<file path="config.mk">
export PLATFORM = sky130hd
export DESIGN_NAME = scanline_irq_counter
export DESIGN_NICKNAME = d
export VERILOG_FILES = /design/src/rtl/sirq_pkg.sv /design/src/rtl/sirq_a12_filter.sv /design/src/rtl/sirq_reg_decode.sv /design/src/rtl/sirq_count_core.sv /design/src/rtl/scanline_irq_counter.sv
export SDC_FILE = /design/constraint.sdc
export NUM_CORES = 1
export LEC_CHECK = 0
export BUFFER_PORTS_ARGS = -buffer_cell sky130_fd_sc_hd__buf_2
export CAP_MARGIN = 20
export CORE_AREA = 2 2 52 54
export DETAILED_ROUTE_END_ITERATION = 6
export DIE_AREA = 0 0 54 56
export HOLD_SLACK_MARGIN = 0.15
export PLACE_DENSITY = 0.82
export SLEW_MARGIN = 20
export SYNTH_ARGS = -nofsm -noshare
export SYNTH_HDL_FRONTEND = slang
export SYNTH_HIERARCHICAL = 1
export SYNTH_SLANG_ARGS = --single-unit
</file>
<file path="constraint.sdc">
create_clock -name clk -period 2.2 [get_ports clk]
set_input_delay 0.11 -clock clk [delete_from_list [all_inputs] [get_ports clk]]
set_output_delay 0.11 -clock clk [all_outputs]
set_load 0.02 [all_outputs]
</file>
<file path="src/rtl/sirq_pkg.sv">
// Package: shared types and register codes for the scanline IRQ counter.
// Assumes a 16-bit processor address bus where only bits 15,14,13,0 decode.
package sirq_pkg;

    localparam logic [15:0] ADDR_MASK   = 16'hE001;
    localparam logic [15:0] CODE_RELOAD = 16'hC000;
    localparam logic [15:0] CODE_CLEAR  = 16'hC001;
    localparam logic [15:0] CODE_OFF    = 16'hE000;
    localparam logic [15:0] CODE_ON     = 16'hE001;

    // One strobe per counter register; at most one is high in a cycle.
    typedef struct packed {
        logic reload_wr;
        logic clear_wr;
        logic off_wr;
        logic on_wr;
    } sirq_strobe_t;

endpackage

</file>
<file path="src/rtl/sirq_a12_filter.sv">
// Module: sirq_a12_filter
// Synchronises the asynchronous A12 line and emits a one-clock event pulse
// for a rising edge that follows at least LOW_MIN consecutive low samples.
// Assumes SYNC_STAGES >= 2 and LOW_MIN >= 1.
module sirq_a12_filter #(
    parameter int SYNC_STAGES = 2,
    parameter int LOW_MIN     = 3
) (
    input  logic clk,
    input  logic rst_n,
    input  logic a12_i,
    output logic event_o
);
    localparam int RUN_W = $clog2(LOW_MIN + 1);
    localparam logic [RUN_W-1:0] RUN_SAT = RUN_W'(LOW_MIN);

    logic [SYNC_STAGES-1:0] sync_q;
    logic [RUN_W-1:0]       run_q;
    logic                   a12_s;
    logic                   event_q;

    assign a12_s = sync_q[SYNC_STAGES-1];

    // Shift the raw line through the synchroniser chain.
    always_ff @(posedge clk) begin
        if (!rst_n) sync_q <= '0;
        else        sync_q <= {sync_q[SYNC_STAGES-2:0], a12_i};
    end

    // Count consecutive low samples, saturating at LOW_MIN.
    always_ff @(posedge clk) begin
        if (!rst_n)           run_q <= '0;
        else if (a12_s)       run_q <= '0;
        else if (run_q != RUN_SAT) run_q <= run_q + 1'b1;
    end

    // Register the qualified rising edge as a single-cycle event.
    always_ff @(posedge clk) begin
        if (!rst_n) event_q <= 1'b0;
        else        event_q <= a12_s && (run_q == RUN_SAT);
    end

    assign event_o = event_q;
endmodule

</file>
<file path="src/rtl/sirq_reg_decode.sv">
// Module: sirq_reg_decode
// Turns a processor write into per-register strobes using only address
// bits 15,14,13,0. Writes to any other decoded code produce no strobe.
module sirq_reg_decode
    import sirq_pkg::*;
(
    input  logic         wr_en_i,
    input  logic [15:0]  addr_i,
    output sirq_strobe_t strobe_o
);
    logic [15:0] code;
    logic        unused_addr_bits;

    assign code             = addr_i & ADDR_MASK;
    assign unused_addr_bits = ^addr_i[12:1];

    // Compare the masked address against each register code.
    always_comb begin
        strobe_o.reload_wr = wr_en_i && (code == CODE_RELOAD);
        strobe_o.clear_wr  = wr_en_i && (code == CODE_CLEAR);
        strobe_o.off_wr    = wr_en_i && (code == CODE_OFF);
        strobe_o.on_wr     = wr_en_i && (code == CODE_ON);
    end
endmodule

</file>
<file path="src/rtl/sirq_count_core.sv">
// Module: sirq_count_core
// Holds the reload value, the down-counter, the enable and the pending
// flag. A clear write has priority over a simultaneous line event.
// Assumes at most one register strobe per cycle.
module sirq_count_core
    import sirq_pkg::*;
#(
    parameter int CNT_W = 8
) (
    input  logic             clk,
    input  logic             rst_n,
    input  sirq_strobe_t     strobe_i,
    input  logic [CNT_W-1:0] data_i,
    input  logic             event_i,
    input  logic             render_en_i,
    output logic [CNT_W-1:0] count_o,
    output logic             enable_o,
    output logic             pending_o
);
    logic [CNT_W-1:0] count_q;
    logic [CNT_W-1:0] reload_q;
    logic [CNT_W-1:0] step_val;
    logic             enable_q;
    logic             pending_q;
    logic             fire;

    // Work out the value a line event would leave in the counter.
    always_comb begin
        fire     = event_i && render_en_i;
        step_val = (count_q == '0) ? reload_q : count_q - 1'b1;
    end

    // Store the reload value on its register write.
    always_ff @(posedge clk) begin
        if (!rst_n)                  reload_q <= '0;
        else if (strobe_i.reload_wr) reload_q <= data_i;
    end

    // Advance or clear the down-counter.
    always_ff @(posedge clk) begin
        if (!rst_n)                 count_q <= '0;
        else if (strobe_i.clear_wr) count_q <= '0;
        else if (fire)              count_q <= step_val;
    end

    // Track the interrupt enable.
    always_ff @(posedge clk) begin
        if (!rst_n)               enable_q <= 1'b0;
        else if (strobe_i.off_wr) enable_q <= 1'b0;
        else if (strobe_i.on_wr)  enable_q <= 1'b1;
    end

    // Set the pending flag at zero after an event; clear it on acknowledge.
    always_ff @(posedge clk) begin
        if (!rst_n)
            pending_q <= 1'b0;
        else if (strobe_i.off_wr)
            pending_q <= 1'b0;
        else if (fire && !strobe_i.clear_wr && enable_q && step_val == '0)
            pending_q <= 1'b1;
    end

    assign count_o   = count_q;
    assign enable_o  = enable_q;
    assign pending_o = pending_q;
endmodule

</file>
<file path="src/rtl/scanline_irq_counter.sv">
// Module: scanline_irq_counter
// Top level: filters A12 into line events, decodes processor writes and
// drives an active-low interrupt from the pending flag.
// Assumes cpu_wr_en is a single-clock strobe synchronous to clk.
module scanline_irq_counter
    import sirq_pkg::*;
#(
    parameter int CNT_W       = 8,
    parameter int SYNC_STAGES = 2,
    parameter int LOW_MIN     = 3
) (
    input  logic             clk,
    input  logic             rst_n,
    input  logic             cpu_wr_en,
    input  logic [15:0]      cpu_addr,
    input  logic [CNT_W-1:0] cpu_data,
    input  logic             render_en,
    input  logic             a12_in,
    output logic             irq_n
);
    sirq_strobe_t     strobe_w;
    logic             event_w;
    logic [CNT_W-1:0] count_w;
    logic             enable_w;
    logic             pending_w;

    sirq_a12_filter #(.SYNC_STAGES(SYNC_STAGES), .LOW_MIN(LOW_MIN)) filt_i (
        .clk     (clk),
        .rst_n   (rst_n),
        .a12_i   (a12_in),
        .event_o (event_w)
    );

    sirq_reg_decode dec_i (
        .wr_en_i  (cpu_wr_en),
        .addr_i   (cpu_addr),
        .strobe_o (strobe_w)
    );

    sirq_count_core #(.CNT_W(CNT_W)) core_i (
        .clk         (clk),
        .rst_n       (rst_n),
        .strobe_i    (strobe_w),
        .data_i      (cpu_data),
        .event_i     (event_w),
        .render_en_i (render_en),
        .count_o     (count_w),
        .enable_o    (enable_w),
        .pending_o   (pending_w)
    );

    assign irq_n = ~pending_w;
endmodule

</file>
* Word level (Yosys, flattened, before mapping)
Index checks and enable logic that the tools add are counted.
** Operators by class
- Add/sub/neg operators :: 2
- Equal/unequal tests :: 6
- Multiplexer cells :: 1
- Bitwise logic cells :: 2
- Reduce and logical (&&, ||, !) cells :: 15
** Operators by type and width (count)
- equality test 4 bit, second input constant :: 4
- logical NOT 8 bit :: 2
- logical AND 1 bit :: 9
- 2-to-1 mux 8 bit :: 1
- subtractor 8 x 1 -> 8 bit, second input constant :: 1
- OR reduction 2 bit :: 3
- adder 2 x 1 -> 2 bit, second input constant :: 1
- equality test 2 bit, second input constant :: 1
- inequality test 2 bit, second input constant :: 1
- inverter 1 bit :: 2
- logical NOT 1 bit :: 1
** Storage, ports and cells
- Bits in registers :: 23
- Input port bits :: 29
- Output and inout bits :: 1
- Logic and storage cells :: 33

* Longest topological paths before layout
Gate-level depths: netlist (run 1).
- Depth after elaboration :: 6
- Depth in mapped cells :: 8
- Gate-level depth less buffers :: 7

* Cells and area by module
Netlist (run 1), hierarchy kept.
** By module, submodules not included
- sirq_count_core :: times used 1, cells an instance 120, area an instance 1016.0 um2, seq. area each 360.3 um2
- sirq_a12_filter :: times used 1, cells an instance 14, area an instance 165.2 um2, seq. area each 100.1 um2
- sirq_reg_decode :: times used 1, cells an instance 7, area an instance 32.5 um2, seq. area each 0.0 um2
- scanline_irq_counter :: times used 1, cells an instance 1, area an instance 3.8 um2, seq. area each 0.0 um2

* Worst setup path before layout (run 1)
Ideal clock, no wire load.
- Path type :: flip-flop to flip-flop
- Start :: register core_i.count_q[0] (netlist: core_i/count_o[0])
- End :: register core_i.count_q[6] (netlist: core_i/count_o[6])
- Setup time :: 0.126 ns
- Data arrival time :: 1.757 ns
- Required time :: 2.074 ns
- Path slack :: 0.316 ns
- Cell stages (with the launch flop) :: 9
- Path buffers :: 1
- Clock period less this slack :: 1.884 ns
- Path through :: dfxtp_1 clkbuf_1 inv_1 ha_1 nand2b_1 mux2_2 a22oi_1 o21ai_0 nor2b_1
** Between the ends
- Word-level cells in the longest chain between the ends :: 2
- Elaborated cells between the ends (all ways) :: 3
- Classes of those cells :: add/sub (1); mux (1); reduce/logical (1)
** RTL lines
- start: declaration :: line sirq_count_core.sv:20 : logic [CNT_W-1:0] count_q;
- start signal: assignment :: line sirq_count_core.sv:43 : else if (fire) count_q <= step_val;
- subtractor 8 x 1 -> 8 bit / logical NOT 8 bit (equally long branches) :: line sirq_count_core.sv:30 : step_val = (count_q == '0) ? reload_q : count_q - 1'b1;
- 2-to-1 mux 8 bit * :: line sirq_count_core.sv:30
Mark *: on every way between the ends. The rest lies on a longest branch, timed or not.
A chain may end at the register's enable or synchronous reset.

* Worst setup path in the final report (run 1)
- Start :: register core_i.count_q[1] (netlist: core_i/count_o[1])
- End :: register core_i.count_q[6] (netlist: core_i/count_o[6])
Same word-level chain as after synthesis.

==> results of run 1 <==
-- how the worst min path moves through the flow --
stage	startpoint	endpoint	slack [ns]	depth (start not counted)
2_1_floorplan	rst_n	filt_i/sync_q[0]	0.23	1
3_3_place_gp	a12_in	filt_i/sync_q[0]	0.32	2
3_5_place_dp	a12_in	filt_i/sync_q[0]	0.33	2
4_1_cts	cpu_addr[0]	core_i/enable_o	0.17	5
5_1_grt	cpu_addr[0]	core_i/enable_o	0.28	5
6_report	cpu_addr[0]	core_i/enable_o	0.24	5
-- sequential cells by signal (all words and copies together) (netlist names) --
| register | count |
|---|---|
| filt_i/event_o | 1 |
| core_i/count_o | 8 |
| filt_i/run_q | 2 |
| core_i/pending_o | 1 |
| filt_i/sync_q | 2 |
| core_i/enable_o | 1 |
| core_i/reload_q | 8 |
-- cell usage in the layout (no fill, tap or decap), types with 3 or more instances in the layout --
| cell | synthesis | final |
|---|---|---|
| dfxtp_1 | 23 | 23 |
| dlygate4sd3_1 | 0 | 19 |
| buf_2 | 0 | 17 |
| nand2_1 | 15 | 15 |
| nor3_1 | 11 | 11 |
| nor2_1 | 10 | 10 |
| mux2i_1 | 9 | 9 |
| nor2b_1 | 9 | 9 |
| a21oi_1 | 7 | 7 |
| inv_1 | 6 | 6 |
| nand2b_1 | 4 | 4 |
| clkbuf_4 | 0 | 3 |
| and2_1 | 3 | 3 |
| nand3_1 | 3 | 3 |
| xnor2_1 | 3 | 3 |
| ha_1 | 3 | 3 |
| buf_4 | 1 | 3 |
-- through the flow --
stage | setup WS, ns | cell area (um^2) | hold WS [ns] | total power, mW | instances
after floorplan | 0.316 | 1220 | 0.232 | 0.469 | 142
final | 0.146 | 1540 | 0.239 | 0.717 | 209
after detailed placement | 0.264 | 1330 | 0.334 | 0.495 | 186
after CTS | 0.217 | 1540 | 0.174 | 0.706 | 209
after global placement | 0.329 | 1330 | 0.325 | 0.489 | 186
after global routing | 0.0436 | 1540 | 0.280 | 0.743 | 209
-- what timing repair did --
| item | CTS | global route |
|---|---|---|
| buffers inserted | 0 | 0 |
| hold endpoints to repair | 10 | 0 |
| hold buffers | 19 | 0 |
| resized for setup | 0 | 0 |
| setup endpoints to repair | 0 | 0 |
-- metal layers --
layer	wire length [um]	GRT usage	part of all wire	up-vias
li1	-	-	-	571
met1	1310	0.296	0.38	592
met2	1730	0.437	0.51	71
met3	231	0.0484	0.067	17
met4	150	0.146	0.044	0
met5	0	0	0	-
-- logic make-up (layout without fill, tap and decap cells) --
| kind of cell | count (synthesis) | in the layout | share of synthesized area |
|---|---|---|---|
| muxes | 10 | 10 | 0.0832 |
| adders and majority gates | 3 | 3 | 0.0308 |
| DFF | 23 | 23 | 0.378 |
| buffers and inverters | 12 | 49 | 0.0473 |
| AOI/OAI and AO/OA | 22 | 22 | 0.126 |
| and+or+nand+nor | 68 | 68 | 0.305 |
| xor gates and xnor gates | 4 | 4 | 0.0288 |
-- worst max-delay path: cells and delay by family, from the launching register on --
family | cells | cell delay [ns]
muxes | 1 | 0.39
AOI/OAI and AO/OA | 2 | 0.38
buffers and inverters | 1 | 0.09
adders and majority gates | 1 | 0.25
DFF | 1 | 0.46
and+or+nand+nor | 2 | 0.36
-- area by class of cell --
cell class | count | area share
Clock buffer | 4 | 0.0170
Timing Repair Buffer | 39 | 0.193
Multi-Input combinational cell | 107 | 0.453
Inverter | 6 | 0.0146
Sequential cell | 23 | 0.298
Tap cell | 30 | 0.0243
-- report_power, final --
part / leakage (nW) / internal, mW / switching, mW / total [mW]
Clock: 0.0150 / 0.0711 / 0.134 / 0.205
Combinational: 0.434 / 0.0425 / 0.0359 / 0.0783
Sequential: 0.186 / 0.426 / 0.00687 / 0.433
Total: 0.636 / 0.540 / 0.177 / 0.717
==> reports/qor.csv, run 1 <==
metric,value,unit
diodes inserted,0,
largest net degree at the start of global routing,15,
initial core utilization,0.501,
Sink Count,23,
Yosys top cell by area,dfxtp_1,
RSZ-0062 raised after global routing,no,
FF-to-FF path depth,7,
drt pass-1 iters,4,
Max Clk Rate,0.487,GHz
filler instances,181,
Yosys warnings,6,
Synth area leaders,"dfxtp_1, mux2i_1, nand2_1",
total track usage,0.260,
crit path launch,core_i/count_o[1],
setup TNS,0,ns
r2r startpoint,core_i/count_o[1],
number of vias per cell,5.99,
end of the worst register-to-register path,core_i/count_o[6],
CP Launch Type,flop,
number of enable flip-flop cells after synthesis,0,
slowest CP cell,dfxtp_1,
wire length per cell,16.4,um
1st-iter DRT viols,55,
port bufs,17,
DRC,0,
critical setup path kind,reg2reg,
worst setup path endpoint,core_i/count_o[6],
Vias,1251,
#FFs+latches synth,23,
CTS max path bufs,2,
most frequent cells after synthesis,"dfxtp_1, nand2_1, nor3_1",
# Max-Cap Violations,0,
root buffer cell,clkbuf_4,
CP arrival,2.26,ns
worst vdd ir,0.435,mV
drt total wl,3430,um
final number of setup-violating endpoints,0,
Most used DFF post-synth,dfxtp_1,
final clock skew,0.0141,ns
period utilisation layout,0.933,
total CTS buffers,3,
P_leak,0.636,nW
cell count after synthesis,142,
gr ovfl total,0,
vias in the first global route,1293,
Hold Path Class,in2reg,
sequential area share after synthesis,0.378,
CP cell instances,inv_1 > ha_1 > nand2b_1 > mux2_2 > a22oi_1 > o21ai_0 > nor2b_1,
Final ANT Viol Nets,0,
final hold vios,0,
row count,18,
Mapped Area,1220,um^2
Util after Layout,0.635,
distinct cell type count after synthesis,42,
die area,3020,um^2
first-pass GRT wire length,5850,um
Layout area overhead,26.8,%
Final Wtd Congestion,0.854,
"count leader, synth",dfxtp_1,
Chip Height,56,um
CTS tree,yes,
worst path required time,2.40,ns
max-slew violations,0,
nets,212,
multi-input logic area,699,um^2
Die W,54,um
post-layout min period,2.05,ns
clk_lat worst skew,0.33,ns
Critical Path Fanout Max,6,
clock slew at reported path FFs,0.14,ns
status,completed,
Worst Max-Slew Pin Slew,0.483,ns
share of cells above drive strength 1,0.173,
hpwl dp,2000,um
peak per-stage delay on the critical path,0.46,ns
reg2reg setup slack,0.15,ns
pwr dens,464,nW/um^2
Ports,30,
asr flop ratio synth,0,
initial antenna violation count,0,
Max-slew headroom,0.677,
post-synth top area share,0.378,
H-tree depth,1,
core area,2430,um^2
Reg area,460,um^2
Mapped Nets,174,
CP endpoint kind,flop,
Mapped Avg Cell Area,8.57,um^2
(Power assumes the default switching activity.)
==> run 2, diff against run 1 <==
Clock period 2.2 ns to 1.9 ns, I/O delays scaled along.
==> run 2 against run 1 <==
- combinational power grew 15%
- die area is the same
- final cell count grew 1.9%
- routed wire length shrank 0.47%
- non-clock buffer count grew 4
- highest routed layer unchanged
==> reports/qor.csv, run 2 (synthesis gave the netlist of run 1 again) <==
metric,value,unit
status,completed,
multi-input logic area,699,um^2
peak per-stage delay on the critical path,0.59,ns
"commonest non-fill, non-tap cell in the layout",dfxtp_1,
gr ovfl total,0,
Die W,54,um
setup TNS,0,ns
Max Clk Rate,0.562,GHz
drt pass-1 iters,4,
largest net degree at the start of global routing,15,
crit path buf inv count,0,
CP cell instances,or4_4 > or3_1 > o21ai_2 > nand2_1 > a21oi_2,
port bufs,17,
final clock skew,0.0124,ns
RSZ-0062 raised after global routing,no,
Vias,1234,
hpwl dp,1970,um
Critical Path Fanout Max,6,
nets,216,
diodes inserted,0,
Design Power,823,uW
critical setup path kind,reg2reg,
non-filler cells in the finished layout,213,
H-tree depth,1,
root buffer cell,clkbuf_4,
CP Launch Type,flop,
FF-to-FF path depth,5,
slowest CP cell,or4_4,
total CTS buffers,3,
Reg area,460,um^2
drt total wl,3410,um
switching power,198,uW
Internal Pwr Total,625,uW
GR Util met2,0.395,
number of vias per cell,5.79,
wire length per cell,16.0,um
core area,2430,um^2
Final ANT Viol Nets,0,
row count,18,
Ports,30,
pwr dens,523,nW/um^2
met1 Track Usage GR,0.309,
die area,3020,um^2
Final Wtd Congestion,0.875,
critical path depth,5,
period utilisation layout,0.937,
CP arrival,2.03,ns
initial antenna violation count,0,
DRC,0,
placed cells,190,
Layout area overhead,29.3,%
final number of setup-violating endpoints,0,
post_cts resized,0,
filler instances,175,
CTS tree,yes,
Hold Path Class,in2reg,
Reg power frac,0.610,
"Setup Fix Bufs, Post-CTS",0,
post-layout min period,1.78,ns
depth of the worst hold-timing path,5,
CP endpoint kind,flop,
CTS max path bufs,2,
Worst Max-Slew Pin Slew,0.464,ns
Sink Count,23,
P_leak,0.657,nW
# Max-Cap Violations,0,
Switching Share,0.240,
part of the power in combinational logic,0.110,
clock slew at reported path FFs,0.13,ns
family with the most delay on the worst path,simple AND/OR/NAND/NOR gates,
max-slew violations,0,
dpl cell area,1360,um^2
Chip Height,56,um
final hold vios,0,
clock share of power,0.280,
worst vdd ir,0.527,mV
most frequent cells in the layout,"dfxtp_1, dlygate4sd3_1, buf_2",
Util after Layout,0.647,
1st-iter DRT viols,95,
Final Cell Area,1570,um^2
share of cells above drive strength 1,0.191,
worst path required time,2.15,ns
Max-slew headroom,0.690,
total track usage,0.246,
vias in the first global route,1212,
first-pass GRT wire length,5510,um
grt met3 use,0.0511,
clk_lat worst skew,0.32,ns
initial core utilization,0.501,
GRT Max-Usage Layer,met2,
run 2: path summary, 6_finish.rpt:
| kind | endpoint | startpoint | slack [ns] |
|---|---|---|---|
| worst max-delay path | core_i/count_o[7] | core_i/count_o[3] | 0.12 |
| worst min-delay path | core_i/enable_o | cpu_addr[13] | 0.23 |
| worst min register to register | core_i/pending_o | core_i/pending_o | 0.49 |
| worst max register to register | core_i/count_o[7] | core_i/count_o[3] | 0.12 |
run 2: final cells by class:
cell class,instances,area share
Multi-Input combinational cell,107,0.444
Sequential cell,23,0.293
Clock buffer,4,0.0167
Tap cell,30,0.0238
Timing Repair Buffer,43,0.208
Inverter,6,0.0143
run 2: power by group through the flow:
| stage | sequential, mW | combinational (mW) | clock [mW] |
|---|---|---|---|
| 2_1_floorplan | 0.508 | 0.0347 | 0 |
| 3_3_place_gp | 0.509 | 0.0568 | 0 |
| 6_report | 0.502 | 0.0904 | 0.230 |
| 3_5_place_dp | 0.511 | 0.0621 | 0 |
| 5_1_grt | 0.503 | 0.0959 | 0.259 |
| 4_1_cts | 0.500 | 0.0823 | 0.230 |
run 2: timing repair:
action	CTS	global route
hold buffers	19	0
hold endpoints to repair	12	0
setup endpoints to repair	0	0
run 2: metrics by stage:
step / hold WS, ns / worst slack (ns)
floorplan: 0.217 / 0.0164
global placement: 0.312 / 0.196
detailed placement: 0.331 / 0.184
CTS: 0.162 / 0.161
global route: 0.197 / 0.0292
finish: 0.231 / 0.121
run 2: worst register-to-register path, stage by stage (launching register included):
cell and delay [ns]:
dfxtp_1 0.39, or4_4 0.59, or3_1 0.34, o21ai_2 0.15
nand2_1 0.10, a21oi_2 0.14
run 2: metal layers:
layer / vias to the layer above / routed length, um
met5: - / 0
met4: 0 / 83
met3: 14 / 260
met2: 76 / 1720
met1: 566 / 1350
li1: 578 / -
